--- config.mk ---
export PLATFORM = sky130hd
export DESIGN_NAME = fexc_unit
export DESIGN_NICKNAME = d
export VERILOG_FILES = /design/src/rtl/fexc_pkg.sv /design/src/rtl/fexc_ctrl_word.sv /design/src/rtl/fexc_status.sv /design/src/rtl/fexc_fault.sv /design/src/rtl/fexc_unit.sv
export SDC_FILE = /design/constraint.sdc
export NUM_CORES = 1
export LEC_CHECK = 0
export BUFFER_PORTS_ARGS = -buffer_cell sky130_fd_sc_hd__buf_4
export CAP_MARGIN = 0
export CELL_PAD_IN_SITES_DETAIL_PLACEMENT = 1
export CELL_PAD_IN_SITES_GLOBAL_PLACEMENT = 2
export CORE_MARGIN = 2
export CORE_UTILIZATION = 24
export CTS_BUF_LIST = sky130_fd_sc_hd__clkbuf_4 sky130_fd_sc_hd__clkbuf_8 sky130_fd_sc_hd__clkbuf_16
export CTS_CLUSTER_DIAMETER = 200
export DETAILED_ROUTE_END_ITERATION = 8
export PLACE_DENSITY_LB_ADDON = 0.1
export RECOVER_POWER = 25
export SLEW_MARGIN = 20
export SYNTH_ARGS = -nofsm -noshare
export SYNTH_HDL_FRONTEND = slang
export SYNTH_SLANG_ARGS = --single-unit
--- constraint.sdc ---
create_clock -name clk -period 2.2 [get_ports clk]
set_clock_uncertainty 0.15 [all_clocks]
set_input_delay 0.22 -clock clk [delete_from_list [all_inputs] [get_ports clk]]
set_output_delay 0.22 -clock clk [all_outputs]
set_load 0.02 [all_outputs]
--- src/rtl/fexc_pkg.sv ---
package fexc_pkg;
  parameter int unsigned NUM_EXC = 6;
  parameter int unsigned WORD_W  = 16;
  parameter logic [WORD_W-1:0] CW_INIT = 16'h037F;

  typedef enum int unsigned {
    EX_INV  = 0,
    EX_DEN  = 1,
    EX_ZDIV = 2,
    EX_OVF  = 3,
    EX_UNF  = 4,
    EX_PREC = 5
  } exc_idx_e;

  localparam int unsigned SW_SUM = 7;
  localparam int unsigned SW_C0  = 8;
  localparam int unsigned SW_C1  = 9;
  localparam int unsigned SW_C2  = 10;
  localparam int unsigned SW_C3  = 14;

  typedef struct packed {
    logic c3;
    logic c2;
    logic c1;
    logic c0;
  } ccode_t;
endpackage

--- src/rtl/fexc_ctrl_word.sv ---
module fexc_ctrl_word
  import fexc_pkg::*;
#(
  parameter int unsigned W = WORD_W,
  parameter logic [W-1:0] RST_VAL = CW_INIT
) (
  input  logic         clk,
  input  logic         rst_n,
  input  logic         init_i,
  input  logic         wr_i,
  input  logic [W-1:0] wdata_i,
  output logic [W-1:0] cw_o
);
  logic [W-1:0] cw_q, cw_d;
  logic         cw_en;

  always_comb begin
    cw_en = init_i | wr_i;
    cw_d  = init_i ? RST_VAL : wdata_i;
  end

  always_ff @(posedge clk or negedge rst_n) begin
    if (!rst_n)     cw_q <= RST_VAL;
    else if (cw_en) cw_q <= cw_d;
  end

  assign cw_o = cw_q;

  // initialize restores the default control word
  a_r3_init_default: assert property (@(posedge clk) disable iff (!rst_n)
    init_i |=> (cw_q == RST_VAL));

  // without a load the control word holds
  a_r10_cw_hold: assert property (@(posedge clk) disable iff (!rst_n)
    !init_i && !wr_i |=> $stable(cw_q));
endmodule

--- src/rtl/fexc_status.sv ---
module fexc_status
  import fexc_pkg::*;
#(
  parameter int unsigned N = NUM_EXC
) (
  input  logic         clk,
  input  logic         rst_n,
  input  logic         init_i,
  input  logic         clr_i,
  input  logic         wr_i,
  input  logic [N-1:0] wr_flags_i,
  input  ccode_t       wr_cc_i,
  input  logic         ev_valid_i,
  input  logic [N-1:0] ev_flags_i,
  input  logic         cc_valid_i,
  input  ccode_t       cc_i,
  output logic [N-1:0] flags_o,
  output ccode_t       cc_o
);
  logic [N-1:0] flags_q, flags_d;
  ccode_t       cc_q, cc_d;
  logic         flags_en, cc_en;

  // flag next state: init > clear > load > accumulate
  always_comb begin
    flags_d  = flags_q;
    flags_en = 1'b0;
    if (init_i || clr_i) begin
      flags_d  = '0;
      flags_en = 1'b1;
    end else if (wr_i) begin
      flags_d  = wr_flags_i;
      flags_en = 1'b1;
    end else if (ev_valid_i) begin
      flags_d  = flags_q | ev_flags_i;
      flags_en = 1'b1;
    end
  end

  // condition code next state: init > load > update
  always_comb begin
    cc_d  = cc_q;
    cc_en = 1'b0;
    if (init_i) begin
      cc_d  = '0;
      cc_en = 1'b1;
    end else if (wr_i) begin
      cc_d  = wr_cc_i;
      cc_en = 1'b1;
    end else if (cc_valid_i) begin
      cc_d  = cc_i;
      cc_en = 1'b1;
    end
  end

  always_ff @(posedge clk or negedge rst_n) begin
    if (!rst_n)        flags_q <= '0;
    else if (flags_en) flags_q <= flags_d;
  end

  always_ff @(posedge clk or negedge rst_n) begin
    if (!rst_n)     cc_q <= '0;
    else if (cc_en) cc_q <= cc_d;
  end

  assign flags_o = flags_q;
  assign cc_o    = cc_q;

  // flags never drop without clear, init or load
  a_r2_sticky: assert property (@(posedge clk) disable iff (!rst_n)
    !init_i && !clr_i && !wr_i |=> ((flags_q & $past(flags_q)) == $past(flags_q)));

  // clear leaves condition codes untouched when no other update
  a_r3_clear_keeps_cc: assert property (@(posedge clk) disable iff (!rst_n)
    clr_i && !init_i && !wr_i && !cc_valid_i |=> $stable(cc_q));
endmodule

--- src/rtl/fexc_fault.sv ---
module fexc_fault
  import fexc_pkg::*;
#(
  parameter int unsigned N = NUM_EXC
) (
  input  logic         clk,
  input  logic         rst_n,
  input  logic [N-1:0] flags_i,
  input  logic [N-1:0] mask_i,
  input  logic         check_i,
  input  logic         ack_i,
  output logic         pending_o,
  output logic         busy_o,
  output logic         fault_o
);
  logic [N-1:0] unmasked;
  logic         fault_q, fault_d;

  for (genvar g = 0; g < N; g++) begin : g_unm
    assign unmasked[g] = flags_i[g] & ~mask_i[g];
  end

  assign pending_o = |unmasked;

  always_comb begin
    busy_o  = check_i & pending_o & ~ack_i;
    fault_d = fault_q;
    if (ack_i)       fault_d = 1'b0;
    else if (busy_o) fault_d = 1'b1;
  end

  always_ff @(posedge clk or negedge rst_n) begin
    if (!rst_n) fault_q <= 1'b0;
    else        fault_q <= fault_d;
  end

  assign fault_o = fault_q;

  // fault appears only after a check that found pending
  a_r6_fault_after_check: assert property (@(posedge clk) disable iff (!rst_n)
    !fault_q && !(check_i && pending_o) |=> !fault_q);

  // fault holds until acknowledged
  a_r6_fault_hold: assert property (@(posedge clk) disable iff (!rst_n)
    fault_q && !ack_i |=> fault_q);

  // acknowledge removes the fault request
  a_r7_ack_drops: assert property (@(posedge clk) disable iff (!rst_n)
    ack_i |=> !fault_q);
endmodule

--- src/rtl/fexc_unit.sv ---
module fexc_unit
  import fexc_pkg::*;
(
  input  logic        clk,
  input  logic        rst_n,
  input  logic        ev_valid,
  input  logic [5:0]  ev_flags,
  input  logic        cc_valid,
  input  logic [3:0]  cc_in,
  input  logic        cw_wr,
  input  logic [15:0] cw_wdata,
  input  logic        sw_wr,
  input  logic [15:0] sw_wdata,
  input  logic        clr_exc,
  input  logic        init,
  input  logic        fp_issue,
  input  logic        wait_cmd,
  input  logic        hnd_ack,
  output logic [15:0] cw_rdata,
  output logic [15:0] sw_rdata,
  output logic [5:0]  dflt_o,
  output logic        fault_o,
  output logic        busy_o,
  output logic        cf_o,
  output logic        pf_o,
  output logic        zf_o
);
  localparam int unsigned N = NUM_EXC;

  logic [WORD_W-1:0] cw;
  logic [N-1:0]      mask;
  logic [N-1:0]      flags;
  ccode_t            cc, cc_new, cc_load;
  logic              pending;
  logic              check;
  logic              unused_sw;

  assign unused_sw = ^{sw_wdata[15], sw_wdata[13:11], sw_wdata[7:6]};

  assign cc_new  = ccode_t'(cc_in);
  assign cc_load = '{c3: sw_wdata[SW_C3], c2: sw_wdata[SW_C2],
                     c1: sw_wdata[SW_C1], c0: sw_wdata[SW_C0]};
  assign check   = fp_issue | wait_cmd;
  assign mask    = cw[N-1:0];

  fexc_ctrl_word #(.W(WORD_W), .RST_VAL(CW_INIT)) i_cw (
    .clk     (clk),
    .rst_n   (rst_n),
    .init_i  (init),
    .wr_i    (cw_wr),
    .wdata_i (cw_wdata),
    .cw_o    (cw)
  );

  fexc_status #(.N(N)) i_sw (
    .clk        (clk),
    .rst_n      (rst_n),
    .init_i     (init),
    .clr_i      (clr_exc),
    .wr_i       (sw_wr),
    .wr_flags_i (sw_wdata[N-1:0]),
    .wr_cc_i    (cc_load),
    .ev_valid_i (ev_valid),
    .ev_flags_i (ev_flags),
    .cc_valid_i (cc_valid),
    .cc_i       (cc_new),
    .flags_o    (flags),
    .cc_o       (cc)
  );

  fexc_fault #(.N(N)) i_flt (
    .clk       (clk),
    .rst_n     (rst_n),
    .flags_i   (flags),
    .mask_i    (mask),
    .check_i   (check),
    .ack_i     (hnd_ack),
    .pending_o (pending),
    .busy_o    (busy_o),
    .fault_o   (fault_o)
  );

  always_comb begin
    dflt_o = ev_valid ? (ev_flags & mask) : '0;

    sw_rdata             = '0;
    sw_rdata[N-1:0]      = flags;
    sw_rdata[SW_SUM]     = pending;
    sw_rdata[SW_C0]      = cc.c0;
    sw_rdata[SW_C1]      = cc.c1;
    sw_rdata[SW_C2]      = cc.c2;
    sw_rdata[SW_C3]      = cc.c3;
  end

  assign cw_rdata = cw;
  assign cf_o     = cc.c0;
  assign pf_o     = cc.c2;
  assign zf_o     = cc.c3;

  // a fully masked event on a clean state creates no pending fault
  a_r4_masked_no_pending: assert property (@(posedge clk) disable iff (!rst_n)
    ev_valid && ((ev_flags & ~mask) == '0) && !pending && !cw_wr && !sw_wr
    |=> !pending);

  // no stall without a check
  a_r7_busy_needs_check: assert property (@(posedge clk) disable iff (!rst_n)
    !fp_issue && !wait_cmd |-> !busy_o);
endmodule

==> results.md <==
- Comb pwr share: 0.260
- Peak Freq: 502.7 MHz
- Num ports: 96
- Req. time, crit path: 1.83 ns
- Crit path time final: 1.989 ns
- Async set-reset flop share out of synthesis: 1.000
- Longest Clk Path Bufs: 2
- Largest net degree at the start of global routing: 28
- Arr. time, crit path: 1.62 ns
- Die footprint: 6296 um^2
- Drt pass-1 iters: 4
- Routed WL per cell: 14.33 um
- Worst-Margin Slew: 0.6953 ns
- Crit. End Element: output pin
- Commonest non-fill, non-tap cell in the layout: buf_4
- Worst-path fanout max: 4
- Post-synthesis register bit count: 27
- Core area: 5507 um^2
- Synth cell types: 21
- P_leak: 1.065 nW
- Hold_sp: cw_wdata[3]
- Int Pwr: 0.8226 mW
- Num rows: 27
- Initial DRC count: 32
- Cells on Worst Hold Path: 3
- Total GRT Usage: 0.1270
- Final #Nets: 260
- Flop pwr share: 0.481
- Share of cells above drive strength 1: 0.4951
- Crit path launch type: flip-flop
- Antenna cells: 0
- Worst vdd ir: 0.2431 mV
- Placer Congestion: 0.6844
- Kind of critical path: flip-flop to output pin
- Clock power share: 0.259
- Sink Count: 27
- Area grow syn2layout: 51.42%
- Vias in the first global route: 1342
- CTS Hold Bufs: 2
- Worst hold endpoint: i_cw.cw_o[3]$_DFFE_PN1P_
- Min Hold Slack: 0.01918 ns
- Buffers on Ports: 84
- Clock Root Buffer: clkbuf_8
- Detailed Route WL: 3984 um
- Clk slew on worst S/H paths: 0.10 ns
- Slew Limit Fails: 0
- Syn avg cell area: 10.73 um^2
- Fill count: 622
- R2r worst-path depth: 3
- Grt ovf: 0
- Final hold violations: 0
- Total power of the final layout: 1.155 mW
- Post-route clock period utilization: 0.9043
- H-Tree Level Count: 1
- Number of routed nets with antenna violations: 0
- Ys flop type: dfrtp_1
- Post-route cell area: 2063 um^2
- PD cells: 559.6 nW/um^2
- Finished Layout Cells: 278
- Vias: 1201
- Worst skew pair latency: 0.27 ns
- Syn Inst Count: 127
- Die X: 79.35 um
- Max-cap violations: 0
- Setup violations, final: 0
- Starting Density: 0.2474
- WL met1: 1587 um
- Worst reg2reg endpoint: i_flt.fault_o$_DFFE_PN0P_
- Worst Hold Class: input port to flip-flop
- Outcome: finished, final reports clean
- Number of post-CTS setup repair buffers: 0
- Worst flop-to-flop path startpoint: i_cw.cw_o[2]$_DFFE_PN1P_
- Post-DR vias/cell: 4.320
- Count of flip-flops with a built-in enable after synthesis: 0
- Initial antenna violation count: 0
- Layout Utilization: 0.3747
- P_sw: 0.3320 mW
- Switching share of total power: 0.2875
- Num CTS Buffers: 3
- DR top layer: met4
- Placed inst area: 1997 um^2
- CTS tree: yes
- Relative slew margins: 0.5365
- R2R setup slack: 0.72 ns
- Post-synthesis sequential area ratio: 0.5041
- Final worst slack: 0.2106 ns
- WL met2: 2138 um
- Mapped Area: 1363 um^2
- Most frequent cells in the layout: 83 x buf_4, 18 x dfrtp_1, 17 x mux2i_1
- Synth warn: 0
- Post-route DRC violation count: 0
- Die height: 79.35 um
- Placed Cells: 272
- Post-cts resize count: 0
- First-pass GRT wire length: 6237 um
- RSZ-0062 raised after global routing: false
- Metal3 WL: 229 um
- Setup Slack @ Placement: 0.4943 ns
- Setup TNS: 0 ns
## power groups by stage
stage | Sequential [mW] | Combinational [mW] | Clock, mW
2_1_floorplan | 0.597 | 0.123 | 0
3_3_place_gp | 0.563 | 0.296 | 0
3_5_place_dp | 0.565 | 0.303 | 0
4_1_cts | 0.557 | 0.306 | 0.317
5_1_grt | 0.561 | 0.324 | 0.334
6_report | 0.556 | 0.300 | 0.299
## layer usage
metal,vias up,track usage
met5,-,0
met4,0,0.03103
met3,4,0.02273
met2,50,0.2373
met1,567,0.1493
li1,580,-
## worst max path at each step
stage / from / to / slack [ns] / cells after the start
2_1_floorplan: i_sw.flags_o[2]$_DFFE_PN0P_ / busy_o / 0.47 / 3
3_3_place_gp: i_cw.cw_o[2]$_DFFE_PN1P_ / busy_o / 0.51 / 4
3_5_place_dp: i_cw.cw_o[2]$_DFFE_PN1P_ / busy_o / 0.49 / 4
4_1_cts: i_cw.cw_o[2]$_DFFE_PN1P_ / busy_o / 0.18 / 4
5_1_grt: i_cw.cw_o[2]$_DFFE_PN1P_ / busy_o / 0.1 / 4
6_report: i_cw.cw_o[2]$_DFFE_PN1P_ / busy_o / 0.21 / 4
## critical path, cell delays in order (launching register included)
cell,delay (ns)
dfstp_2,0.57
nor2b_1,0.07
a2111oi_4,0.40
a211oi_1,0.13
buf_4,0.17
## flip-flops by register name, indices dropped and copies added, names as in the netlist
register	flops
i_cw.cw_o	16
i_flt.fault_o	1
i_sw.flags_o	6
i_sw.cc_o	4
## final cells by class
cell class                 instances  area [um^2]  area share
timing repair buffer              86        648.1      0.3141
tap                               72        90.09     0.04366
sequential                        27        686.9      0.3329
multi-input combinational         84        570.5      0.2765
inverter                           5        18.77    0.009096
clock buffer                       4        48.80     0.02365
## kinds of logic after synthesis
family                 after synthesis  share of synthesized area
other                                1                   0.002752
DFF                                 27                     0.5041
and+or+nand+nor                     45                     0.1598
buffers and inverters               20                    0.08815
muxes                               21                     0.1579
AOI/OAI and AO/OA                   13                    0.08724
## synth_stat cells (all sizes together), types with 2 or more instances
cell type,n,area (um^2)
nor3,7,35.03
mux2i,17,170.2
a211oi,7,52.55
nand2,10,37.54
buf,13,93.84
o211ai,3,22.52
dfrtp,18,450.4
and3,6,37.54
inv,4,15.01
nor2,12,45.04
dfstp,9,236.5
nor2b,9,56.30
clkbuf,2,7.510
mux2,4,45.04
Power figures use the tool's default switching activity.
